File: config.mk
export PLATFORM = sky130hd
export DESIGN_NAME = pgw_walker
export DESIGN_NICKNAME = d
export VERILOG_FILES = /design/src/rtl/pgw_pkg.sv /design/src/rtl/pgw_entry_addr.sv /design/src/rtl/pgw_entry_check.sv /design/src/rtl/pgw_ctrl.sv /design/src/rtl/pgw_walker.sv
export SDC_FILE = /design/constraint.sdc
export NUM_CORES = 1
export LEC_CHECK = 0
export CAP_MARGIN = 20
export CORE_MARGIN = 2
export CORE_UTILIZATION = 40
export CTS_BUF_LIST = sky130_fd_sc_hd__clkbuf_4 sky130_fd_sc_hd__clkbuf_8 sky130_fd_sc_hd__clkbuf_16
export DETAILED_ROUTE_END_ITERATION = 6
export DONT_BUFFER_PORTS = 1
export PLACE_DENSITY = 0.55
export SYNTH_ARGS = -nofsm -noshare
export SYNTH_HDL_FRONTEND = slang
export SYNTH_SLANG_ARGS = --single-unit
export TNS_END_PERCENT = 5
File: constraint.sdc
create_clock -name clk -period 3.7 [get_ports clk]
set_clock_uncertainty 0.2 [all_clocks]
set_input_delay 0.37 -clock clk [delete_from_list [all_inputs] [get_ports clk]]
set_output_delay 0.37 -clock clk [all_outputs]
set_load 0.05 [all_outputs]
File: src/rtl/pgw_pkg.sv
package pgw_pkg;
   typedef enum logic [1:0] {
      ACC_READ  = 2'b00,
      ACC_WRITE = 2'b01,
      ACC_FETCH = 2'b10,
      ACC_ALT   = 2'b11
   } acc_e;

   typedef enum logic [1:0] {
      FLT_NONE    = 2'b00,
      FLT_ABSENT  = 2'b01,
      FLT_DENIED  = 2'b10
   } flt_e;

   typedef enum logic [2:0] {
      ST_IDLE,
      ST_FETCH,
      ST_EVAL,
      ST_STORE,
      ST_REPLY
   } st_e;

   localparam int unsigned BIT_PRESENT = 0;
   localparam int unsigned BIT_REF     = 1;
   localparam int unsigned BIT_DIRTY   = 2;
   localparam int unsigned BIT_CAN_RD  = 3;
   localparam int unsigned BIT_CAN_WR  = 4;
   localparam int unsigned BIT_CAN_EX  = 5;
   localparam int unsigned FLAG_BITS   = 6;
endpackage

File: src/rtl/pgw_entry_addr.sv
module pgw_entry_addr #(
   parameter int unsigned VPN_W       = 20,
   parameter int unsigned PA_W        = 32,
   parameter int unsigned ENTRY_SHIFT = 2,
   parameter bit          BASE_ALIGNED = 1'b0
) (
   input  logic [PA_W-1:0]  base,
   input  logic [VPN_W-1:0] vpn,
   output logic [PA_W-1:0]  entry_addr
);
   localparam int unsigned SCALED_W = VPN_W + ENTRY_SHIFT;

   if (SCALED_W > PA_W) begin : g_bad_width
      $error("pgw_entry_addr: scaled page number wider than physical address");
   end

   logic [PA_W-1:0] scaled;
   assign scaled = PA_W'(vpn) << ENTRY_SHIFT;

   if (BASE_ALIGNED) begin : g_merge
      // Table is aligned to its own size, so the index simply fills low bits.
      assign entry_addr = base | scaled;
   end else begin : g_add
      assign entry_addr = base + scaled;
   end
endmodule

File: src/rtl/pgw_entry_check.sv
module pgw_entry_check
   import pgw_pkg::*;
#(
   parameter int unsigned PTE_W = 32
) (
   input  logic [PTE_W-1:0] entry,
   input  logic [1:0]       acc,
   output logic [1:0]       fault,
   output logic [PTE_W-1:0] entry_upd,
   output logic             needs_store
);
   if (PTE_W < FLAG_BITS) begin : g_bad_pte
      $error("pgw_entry_check: entry too narrow for status flags");
   end

   logic allowed;
   logic is_write;

   always_comb begin
      is_write = (acc == ACC_WRITE);
      unique case (acc)
         ACC_WRITE: allowed = entry[BIT_CAN_WR];
         ACC_FETCH: allowed = entry[BIT_CAN_EX];
         default:   allowed = entry[BIT_CAN_RD];
      endcase
   end

   always_comb begin
      if (!entry[BIT_PRESENT])
         fault = FLT_ABSENT;
      else if (!allowed)
         fault = FLT_DENIED;
      else
         fault = FLT_NONE;
   end

   always_comb begin
      entry_upd = entry;
      entry_upd[BIT_REF] = 1'b1;
      if (is_write)
         entry_upd[BIT_DIRTY] = 1'b1;
   end

   assign needs_store = (fault == FLT_NONE) && (entry_upd != entry);
endmodule

File: src/rtl/pgw_ctrl.sv
module pgw_ctrl
   import pgw_pkg::*;
#(
   parameter int unsigned PA_W      = 32,
   parameter int unsigned PTE_W     = 32,
   parameter int unsigned PAGE_BITS = 12
) (
   input  logic                 clk,
   input  logic                 rst_n,
   input  logic                 take,
   input  logic [PA_W-1:0]      entry_addr,
   input  logic [PAGE_BITS-1:0] offset,
   input  logic [1:0]           acc,
   output logic                 idle,
   output logic [PTE_W-1:0]     entry_q,
   output logic [1:0]           acc_q,
   input  logic [1:0]           chk_fault,
   input  logic [PTE_W-1:0]     chk_upd,
   input  logic                 chk_store,
   output logic                 rsp_valid,
   output logic [PA_W-1:0]      rsp_paddr,
   output logic [1:0]           rsp_fault,
   output logic                 mem_req,
   output logic                 mem_we,
   output logic [PA_W-1:0]      mem_addr,
   output logic [PTE_W-1:0]     mem_wdata,
   input  logic                 mem_ack,
   input  logic [PTE_W-1:0]     mem_rdata
);
   localparam int unsigned FRAME_W = PA_W - PAGE_BITS;

   st_e                  state;
   logic [PAGE_BITS-1:0] off_q;

   always_ff @(posedge clk) begin
      if (!rst_n) begin
         state     <= ST_IDLE;
         mem_addr  <= '0;
         mem_wdata <= '0;
         off_q     <= '0;
         acc_q     <= '0;
         entry_q   <= '0;
         rsp_paddr <= '0;
         rsp_fault <= FLT_NONE;
      end else begin
         unique case (state)
            ST_IDLE: if (take) begin
               mem_addr <= entry_addr;
               off_q    <= offset;
               acc_q    <= acc;
               state    <= ST_FETCH;
            end
            ST_FETCH: if (mem_ack) begin
               entry_q <= mem_rdata;
               state   <= ST_EVAL;
            end
            ST_EVAL: begin
               rsp_fault <= chk_fault;
               mem_wdata <= chk_upd;
               if (chk_fault == FLT_NONE)
                  rsp_paddr <= {entry_q[PAGE_BITS +: FRAME_W], off_q};
               else
                  rsp_paddr <= '0;
               state <= chk_store ? ST_STORE : ST_REPLY;
            end
            ST_STORE: if (mem_ack) state <= ST_REPLY;
            ST_REPLY: state <= ST_IDLE;
            default:  state <= ST_IDLE;
         endcase
      end
   end

   assign idle      = (state == ST_IDLE);
   assign rsp_valid = (state == ST_REPLY);
   assign mem_req   = (state == ST_FETCH) || (state == ST_STORE);
   assign mem_we    = (state == ST_STORE);
endmodule

File: src/rtl/pgw_walker.sv
module pgw_walker
   import pgw_pkg::*;
#(
   parameter int unsigned VA_W         = 32,
   parameter int unsigned PA_W         = 32,
   parameter int unsigned PTE_W        = 32,
   parameter int unsigned PAGE_BITS    = 12,
   parameter bit          BASE_ALIGNED = 1'b0
) (
   input  logic             clk,
   input  logic             rst_n,
   input  logic             base_load,
   input  logic [PA_W-1:0]  base_value,
   input  logic             req_valid,
   output logic             req_ready,
   input  logic [VA_W-1:0]  req_vaddr,
   input  logic [1:0]       req_acc,
   output logic             rsp_valid,
   output logic [PA_W-1:0]  rsp_paddr,
   output logic [1:0]       rsp_fault,
   output logic             mem_req,
   output logic             mem_we,
   output logic [PA_W-1:0]  mem_addr,
   output logic [PTE_W-1:0] mem_wdata,
   input  logic             mem_ack,
   input  logic [PTE_W-1:0] mem_rdata
);
   localparam int unsigned VPN_W       = VA_W - PAGE_BITS;
   localparam int unsigned FRAME_W     = PA_W - PAGE_BITS;
   localparam int unsigned ENTRY_BYTES = PTE_W / 8;
   localparam int unsigned ENTRY_SHIFT = $clog2(ENTRY_BYTES);

   if (PTE_W != 32 && PTE_W != 64) begin : g_bad_entry
      $error("pgw_walker: entry width must be 32 or 64");
   end
   if (PAGE_BITS + FRAME_W > PTE_W) begin : g_bad_frame
      $error("pgw_walker: frame field does not fit in entry");
   end
   if (PAGE_BITS < FLAG_BITS || VA_W <= PAGE_BITS) begin : g_bad_page
      $error("pgw_walker: page size inconsistent with address width");
   end

   logic [PA_W-1:0]  base_q;
   logic [PA_W-1:0]  entry_addr;
   logic             idle;
   logic             take;
   logic [PTE_W-1:0] entry_q;
   logic [1:0]       acc_q;
   logic [1:0]       chk_fault;
   logic [PTE_W-1:0] chk_upd;
   logic             chk_store;

   always_ff @(posedge clk) begin
      if (!rst_n)
         base_q <= '0;
      else if (base_load)
         base_q <= base_value;
   end

   assign req_ready = idle;
   assign take      = req_valid && idle;

   pgw_entry_addr #(
      .VPN_W(VPN_W), .PA_W(PA_W), .ENTRY_SHIFT(ENTRY_SHIFT),
      .BASE_ALIGNED(BASE_ALIGNED)
   ) u_addr (
      .base(base_q),
      .vpn(req_vaddr[VA_W-1:PAGE_BITS]),
      .entry_addr(entry_addr)
   );

   pgw_entry_check #(.PTE_W(PTE_W)) u_check (
      .entry(entry_q),
      .acc(acc_q),
      .fault(chk_fault),
      .entry_upd(chk_upd),
      .needs_store(chk_store)
   );

   pgw_ctrl #(.PA_W(PA_W), .PTE_W(PTE_W), .PAGE_BITS(PAGE_BITS)) u_ctrl (
      .clk(clk), .rst_n(rst_n),
      .take(take),
      .entry_addr(entry_addr),
      .offset(req_vaddr[PAGE_BITS-1:0]),
      .acc(req_acc),
      .idle(idle),
      .entry_q(entry_q),
      .acc_q(acc_q),
      .chk_fault(chk_fault),
      .chk_upd(chk_upd),
      .chk_store(chk_store),
      .rsp_valid(rsp_valid),
      .rsp_paddr(rsp_paddr),
      .rsp_fault(rsp_fault),
      .mem_req(mem_req),
      .mem_we(mem_we),
      .mem_addr(mem_addr),
      .mem_wdata(mem_wdata),
      .mem_ack(mem_ack),
      .mem_rdata(mem_rdata)
   );
endmodule

==> results of run 1 <==
==> where the power goes <==
part / internal, mW / total (mW) / switching (mW)
logic: 0.241 / 0.521 / 0.280
registers: 2.01 / 2.21 / 0.195
clock network: 0.964 / 1.81 / 0.845
total: 3.22 / 4.54 / 1.32
==> repair_timing <==
action,in CTS,in global routing
hold endpoints to repair,88,0
endpoints found under the setup margin,0,0
gates resized for setup,0,0
hold buffers,112,0
==> layout make-up <==
cell class | instances | area [um2] | share of cell area
multi-input combinational | 616 | 3433 | 0.3743
clock buffer | 17 | 425.4 | 0.04638
tap | 229 | 286.5 | 0.03124
timing repair buffer | 124 | 1224 | 0.1334
antenna | 1 | 2.502 | 0.0002728
clock inverter | 15 | 170.2 | 0.01855
sequential | 179 | 3583 | 0.3907
inverter | 12 | 47.55 | 0.005183
==> synth_stat cells (2+ instances only) <==
library cell  instances  share of area
o21ai_0              22          0.015
and3b_1               2         0.0024
a21o_1                8         0.0083
xnor2_1              20          0.024
and2_1                3         0.0026
buf_1                 3         0.0015
inv_1                12         0.0062
mux2i_1              34          0.047
nand3_1               8         0.0055
nand2_1             199           0.10
and3_1                2         0.0017
or3_1                 2         0.0017
nor2b_1               4         0.0034
xor2_1                3         0.0036
a211oi_1              5         0.0052
ha_1                 22          0.038
nor2_1               82          0.042
clkbuf_1             48          0.025
nor3_1                5         0.0034
o22ai_1               2         0.0017
buf_2                 3         0.0021
nor3b_2               2         0.0034
nor3b_1               6         0.0062
a21oi_1             119          0.082
a31oi_1               2         0.0017
o211ai_1              2         0.0021
a22oi_1              33          0.034
o21bai_1              3         0.0031
o21ai_1               2         0.0014
dfxtp_1             179           0.49
nand4_1               3         0.0026
==> metal layers <==
metal  wire length (um)  track usage  vias up
li1                   -            -     3098
met4                354      0.06486        0
met2               9379       0.3425      159
met1               8372       0.2429     2856
met5                  0            0        -
met3               1305      0.06595       26
==> registers in the layout, indices dropped and copies added, names as in the netlist <==
| signal | count |
|---|---|
| base_q | 32 |
| u_ctrl.acc_q | 2 |
| u_ctrl.entry_q | 32 |
| u_ctrl.mem_addr | 32 |
| u_ctrl.mem_wdata | 32 |
| u_ctrl.off_q | 12 |
| u_ctrl.rsp_fault | 2 |
| u_ctrl.rsp_paddr | 32 |
| u_ctrl.state | 3 |
==> stage by stage <==
step	total power [mW]	cells	util	cell area (um2)	setup slack (ns)
after CTS	4.581	1192	0.5122	9170	0.8924
after global placement	2.656	1048	0.4163	7453	0.9237
after detailed placement	2.660	1048	0.4163	7453	0.8838
after floorplan	2.559	862	-	7269	1.212
final	4.536	1193	0.5124	9173	0.9193
after global routing	4.731	1193	0.5124	9173	0.6701
==> worst reg2reg max path, stage by stage, from the launching register on <==
cell	delay, ns
dfxtp_1	0.33
ha_1	0.22
inv_1	0.07
fa_1	0.37
nor2b_1	0.22
o2111ai_1	0.12
o21ai_0	0.13
o31a_1	0.29
nor2_1	0.10
o21ai_0	0.26
mux2i_1	0.21
o311ai_0	0.12
==> cell families after synthesis <==
logic type,count (synthesis),share of synthesized area
mux,34,0.04682
buf+inv,67,0.03614
flops,179,0.4929
fa+ha+maj,23,0.04062
xor+xnor,23,0.02771
simple gates,328,0.1890
compound gates,208,0.1668
==> worst paths after layout <==
path | from | to | slack (ns) | cells past startpoint
worst max-delay path | base_q[2] | u_ctrl.mem_addr[20] | 0.92 | 11
worst min-delay path | req_vaddr[12] | u_ctrl.mem_addr[2] | 0.05 | 3
worst max register to register | base_q[2] | u_ctrl.mem_addr[20] | 0.92 | 11
worst min register to register | u_ctrl.off_q[9] | u_ctrl.off_q[9] | 0.26 | 2
==> run_results.csv, run 1 <==
group,metric,value,unit
synth,async_flop_share,0,
route,via_per_inst,5.146,
grt,grt_pass1_vias,6111,
worst_setup_path,crit_buf_inv,1,
floorplanning,die_w,138.8,um
layout,drive_above_1_share,0.05815,
layout,nets,1076,
sta,finalHoldViolations,0,
worst_setup_path,critical-path-max-stage-delay,0.37,ns
run,maxCapViolCount,0,
worst_setup_path,worstPathArrival,2.85,ns
route,wl_per_cell,16.27,um
clocking,postCtsSetupRepairBufs,0,
grt,grt_remaining_overflow,0,
floorplanning,placementRows,49,
synth,ys_seq_area_frac,0.4929,
sta,max_freq,0.3596,GHz
sta,maxSlewHeadroom,0.4008,
layout,final_cell_mix,"198 x nand2_1, 179 x dfxtp_1, 119 x a21oi_1",
route,drt_iter0_drc,291,
clocking,cts_tree,"done",
worst_setup_path,worst-path-max-fanout,5,
min_path,hp-class,"input pin to register",
floorplanning,die_area,19270,um2
grt,antenna_found_initial,1,
clocking,clk_latency,0.42,ns
synth,syn_nets,988,
sta,finalCritPeriodShare,0.7515,
clocking,htree_levels,4,
synth,syn_inst,862,
worst_setup_path,worstPathRequired,3.77,ns
clocking,cts_root_buffer,"clkbuf_16",
floorplanning,core,17900,um2
synth,synth_seq_cells,179,
floorplanning,fp.dieH,138.8,um
worst_setup_path,end_kind,"register",
clocking,cts.reportedPaths.clkPinSlew,0.07,ns
placed_design,dp_hpwl,12410,um
synth,synth_edf_count,0,
route,routed_wl,19410,um
sta,tightest_slew,0.8949,ns
sta,setup_viol,0,
floorplanning,io_pins,205,
sta,finalCriticalPeriod,2.781,ns
grt,grt_max_degree,97,
power,ir_drop,0.3016,mV
worst_setup_path,crit_top_cell,"o21ai_0",
placed_design,portBuffers,0,
clocking,numCtsBuffers,17,
sta,rsz0062_at_grt,"no",
grt,grt_usage,0.2019,
synth,ys_types,53,
worst_setup_path,crit_slowest_cell,"fa_1",
grt,grt_pass1_wl,31880,um
power,leakagePower,3.436,nW
route,drc,0,
synth,ys_warn_count,0,
synth,syn-cell-area,7269,um2
layout,area_growth,26.18,%
synth,syn_avg_cell_area,8.433,um2
synth,ys.flop_type,"dfxtp_1",
layout,num-fill-cells,1724,
run_status,status,"completed",
sta,setup_tns,0,ns
worst_setup_path,path_cells,"ha_1, inv_1, fa_1, nor2b_1, o2111ai_1, o21ai_0, o31a_1, nor2_1, o21ai_0, mux2i_1, o311ai_0",
sta,timing.final.max_slew_violations,0,
route,antenna_left,0,
layout,mostFrequentLayoutCell,"nand2_1",
route,first_pass_iters,4,
worst_setup_path,critPathKind,"register to register",
worst_setup_path,cp_top_family,"compound AO/OA/AOI/OAI gates",
power,pwr_density_cell,494.6,nW/um2
clocking,numClockSinks,179,
placed_design,place_congestion,0.7875,
sta,whs,0.04856,ns
route,vias,6139,
clocking,clockBufferDepth,2,
worst_setup_path,cp-start-kind,"register",
floorplanning,start_util,0.4061,
No activity file was read; power rests on OpenSTA's default activity.
==> run 2, diff against run 1 <==
==> constraint.sdc (replaced) <==
create_clock -name clk -period 2.8 [get_ports clk]
set_clock_uncertainty 0.2 [all_clocks]
set_input_delay 0.28 -clock clk [delete_from_list [all_inputs] [get_ports clk]]
set_output_delay 0.28 -clock clk [all_outputs]
set_load 0.05 [all_outputs]
==> run 2 against run 1 <==
Final cell count increased by 1.3%. Sequential power is 32% higher. Maximum frequency rose by 4.5%. Non-clock buffer count up 14. Total power grew 33%. Final area increased by 1.8%. Combinational power grew 39%. Global-route usage barely moved. Die area did not move. Highest routed layer unchanged.
==> run_results.csv, run 2 (same netlist as run 1, synthesis figures left out) <==
group,metric,value,unit
run_status,status,"completed",
floorplanning,start_util,0.4061,
run,maxCapViolCount,0,
layout,multi_input_area,3440,um2
clocking,clockBufferDepth,2,
grt,grt_remaining_overflow,0,
layout,nets,1090,
layout,regArea,3583,um2
worst_setup_path,reg2regPathDepth,11,
clocking,cts.reportedPaths.clkPinSlew,0.07,ns
route,wl_per_cell,16.10,um
worst_setup_path,crit_slowest_cell,"fa_1",
sta,setup_tns,0,ns
sta,maxSlewHeadroom,0.4043,
power,pwr_density_cell,647.7,nW/um2
floorplanning,fp.dieH,138.8,um
floorplanning,io_pins,205,
sta,finalWorstSetupSlack,0.1395,ns
worst_setup_path,critical-path-max-stage-delay,0.38,ns
grt,grt_max_degree,69,
power,ir_drop,0.4141,mV
sta,finalCritPeriodShare,0.9502,
layout,final_cell_mix,"198 x nand2_1, 179 x dfxtp_1, 119 x a21oi_1",
sta,finalHoldViolations,0,
worst_setup_path,cp.depth,11,
worst_setup_path,path_cells,"ha_2, inv_1, fa_1, nor2b_2, o2111ai_1, o21ai_0, o31a_1, nor2_1, o21ai_1, mux2i_1, o311ai_0",
placed_design,place_congestion,0.7638,
sta,tightest_slew,0.8897,ns
clocking,cts_root_buffer,"clkbuf_16",
floorplanning,core,17900,um2
sta,max_freq,0.3759,GHz
worst_setup_path,worstPathArrival,2.74,ns
sta,timing.final.max_slew_violations,0,
floorplanning,die_w,138.8,um
route,via_per_inst,5.133,
min_path,hold_depth,2,
route,antenna_left,0,
sta,setup_viol,0,
layout,drive_above_1_share,0.06858,
route,drt_iter0_drc,301,
clocking,clk_latency,0.42,ns
clocking,numCtsBuffers,17,
route,routed_wl,19460,um
route,drc,0,
placed_design,portBuffers,0,
floorplanning,placementRows,49,
layout,mostFrequentLayoutCell,"nand2_1",
placed_design,preCtsSetupSlack,0.05700,ns
layout,num-fill-cells,1703,
clocking,htree_levels,4,
grt,grt_usage,0.2024,
worst_setup_path,crit_buf_inv,1,
worst_setup_path,worstPathRequired,2.88,ns
worst_setup_path,end_kind,"register",
worst_setup_path,worst-path-max-fanout,4,
layout,area_growth,28.50,%
min_path,hp-class,"input pin to register",
grt,antenna_found_initial,3,
route,first_pass_iters,5,
worst_setup_path,cp_top_family,"compound AO/OA/AOI/OAI gates",
floorplanning,die_area,19270,um2
grt,grt_pass1_vias,6161,
sta,rsz0062_at_grt,"no",
clocking,numClockSinks,179,
worst_setup_path,critPathKind,"register to register",
clocking,cts_tree,"done",
power,leakagePower,3.523,nW
sta,finalCriticalPeriod,2.660,ns
placed_design,dp_hpwl,12460,um
worst_setup_path,cp-start-kind,"register",
grt,grt_pass1_wl,31770,um
route,vias,6206,
[run 2: changes by cell type in the layout (fill, tap and decap cells not counted), sizes merged]
cell / delta
clkinv: -4
dlygate4sd3: +6
clkinvlp: +1
inv: +3
buf: +8
diode: +2
[run 2: what timing repair did]
action                                 4_1_cts  5_1_grt
gates resized for setup                      0        4
endpoints found under the hold margin       98        0
setup buffers                                0        1
setup endpoints to repair                    0        9
hold buffers                               118        0
[run 2: path summary, 6_finish.rpt]
check | from | endpoint | slack (ns)
max | base_q[2] | u_ctrl.mem_addr[20] | 0.14
min | req_vaddr[30] | u_ctrl.mem_addr[20] | 0.05
max reg2reg | base_q[2] | u_ctrl.mem_addr[20] | 0.14
min reg2reg | u_ctrl.entry_q[8] | u_ctrl.mem_wdata[8] | 0.25
[run 2: metrics by stage]
| stage | cell area, um2 | power (mW) | hold WS (ns) | util | cells |
|---|---|---|---|---|---|
| after detailed placement | 7523 | 3.529 | 0.2220 | 0.4203 | 1054 |
| after CTS | 9309 | 6.129 | 0.008390 | 0.5200 | 1204 |
| after global placement | 7523 | 3.525 | 0.2192 | 0.4203 | 1054 |
| final | 9341 | 6.051 | 0.04943 | 0.5218 | 1209 |
| after global routing | 9341 | 6.337 | 0.04808 | 0.5218 | 1209 |
| after floorplan | 7269 | 3.381 | 0.2160 | - | 862 |
[run 2: final cells by class]
type                       instances  area share
clock inverter                    15     0.01915
inverter                          12    0.005090
clock buffer                      17     0.04554
tap                              229     0.03067
sequential                       179      0.3836
antenna                            3   0.0008036
timing repair buffer             138      0.1469
multi-input combinational        616      0.3682
[run 2: where the power goes]
group          internal [mW]  switching [mW]
logic                  0.339           0.384
clock network           1.29            1.13
registers               2.66           0.250
[run 2: routing by layer]
layer / track usage / wire length, um
met5: 0 / 0
met4: 0.06114 / 231
met3: 0.07320 / 1408
met2: 0.3363 / 9381
met1: 0.2466 / 8441
[run 2: worst reg2reg max path: cells and delay by family, from the launching register on]
family	cells	cell delay (ns)
compound gates	5	0.85
fa+ha+maj	2	0.59
flops	1	0.34
simple gates	2	0.27
mux	1	0.20
buf+inv	1	0.06
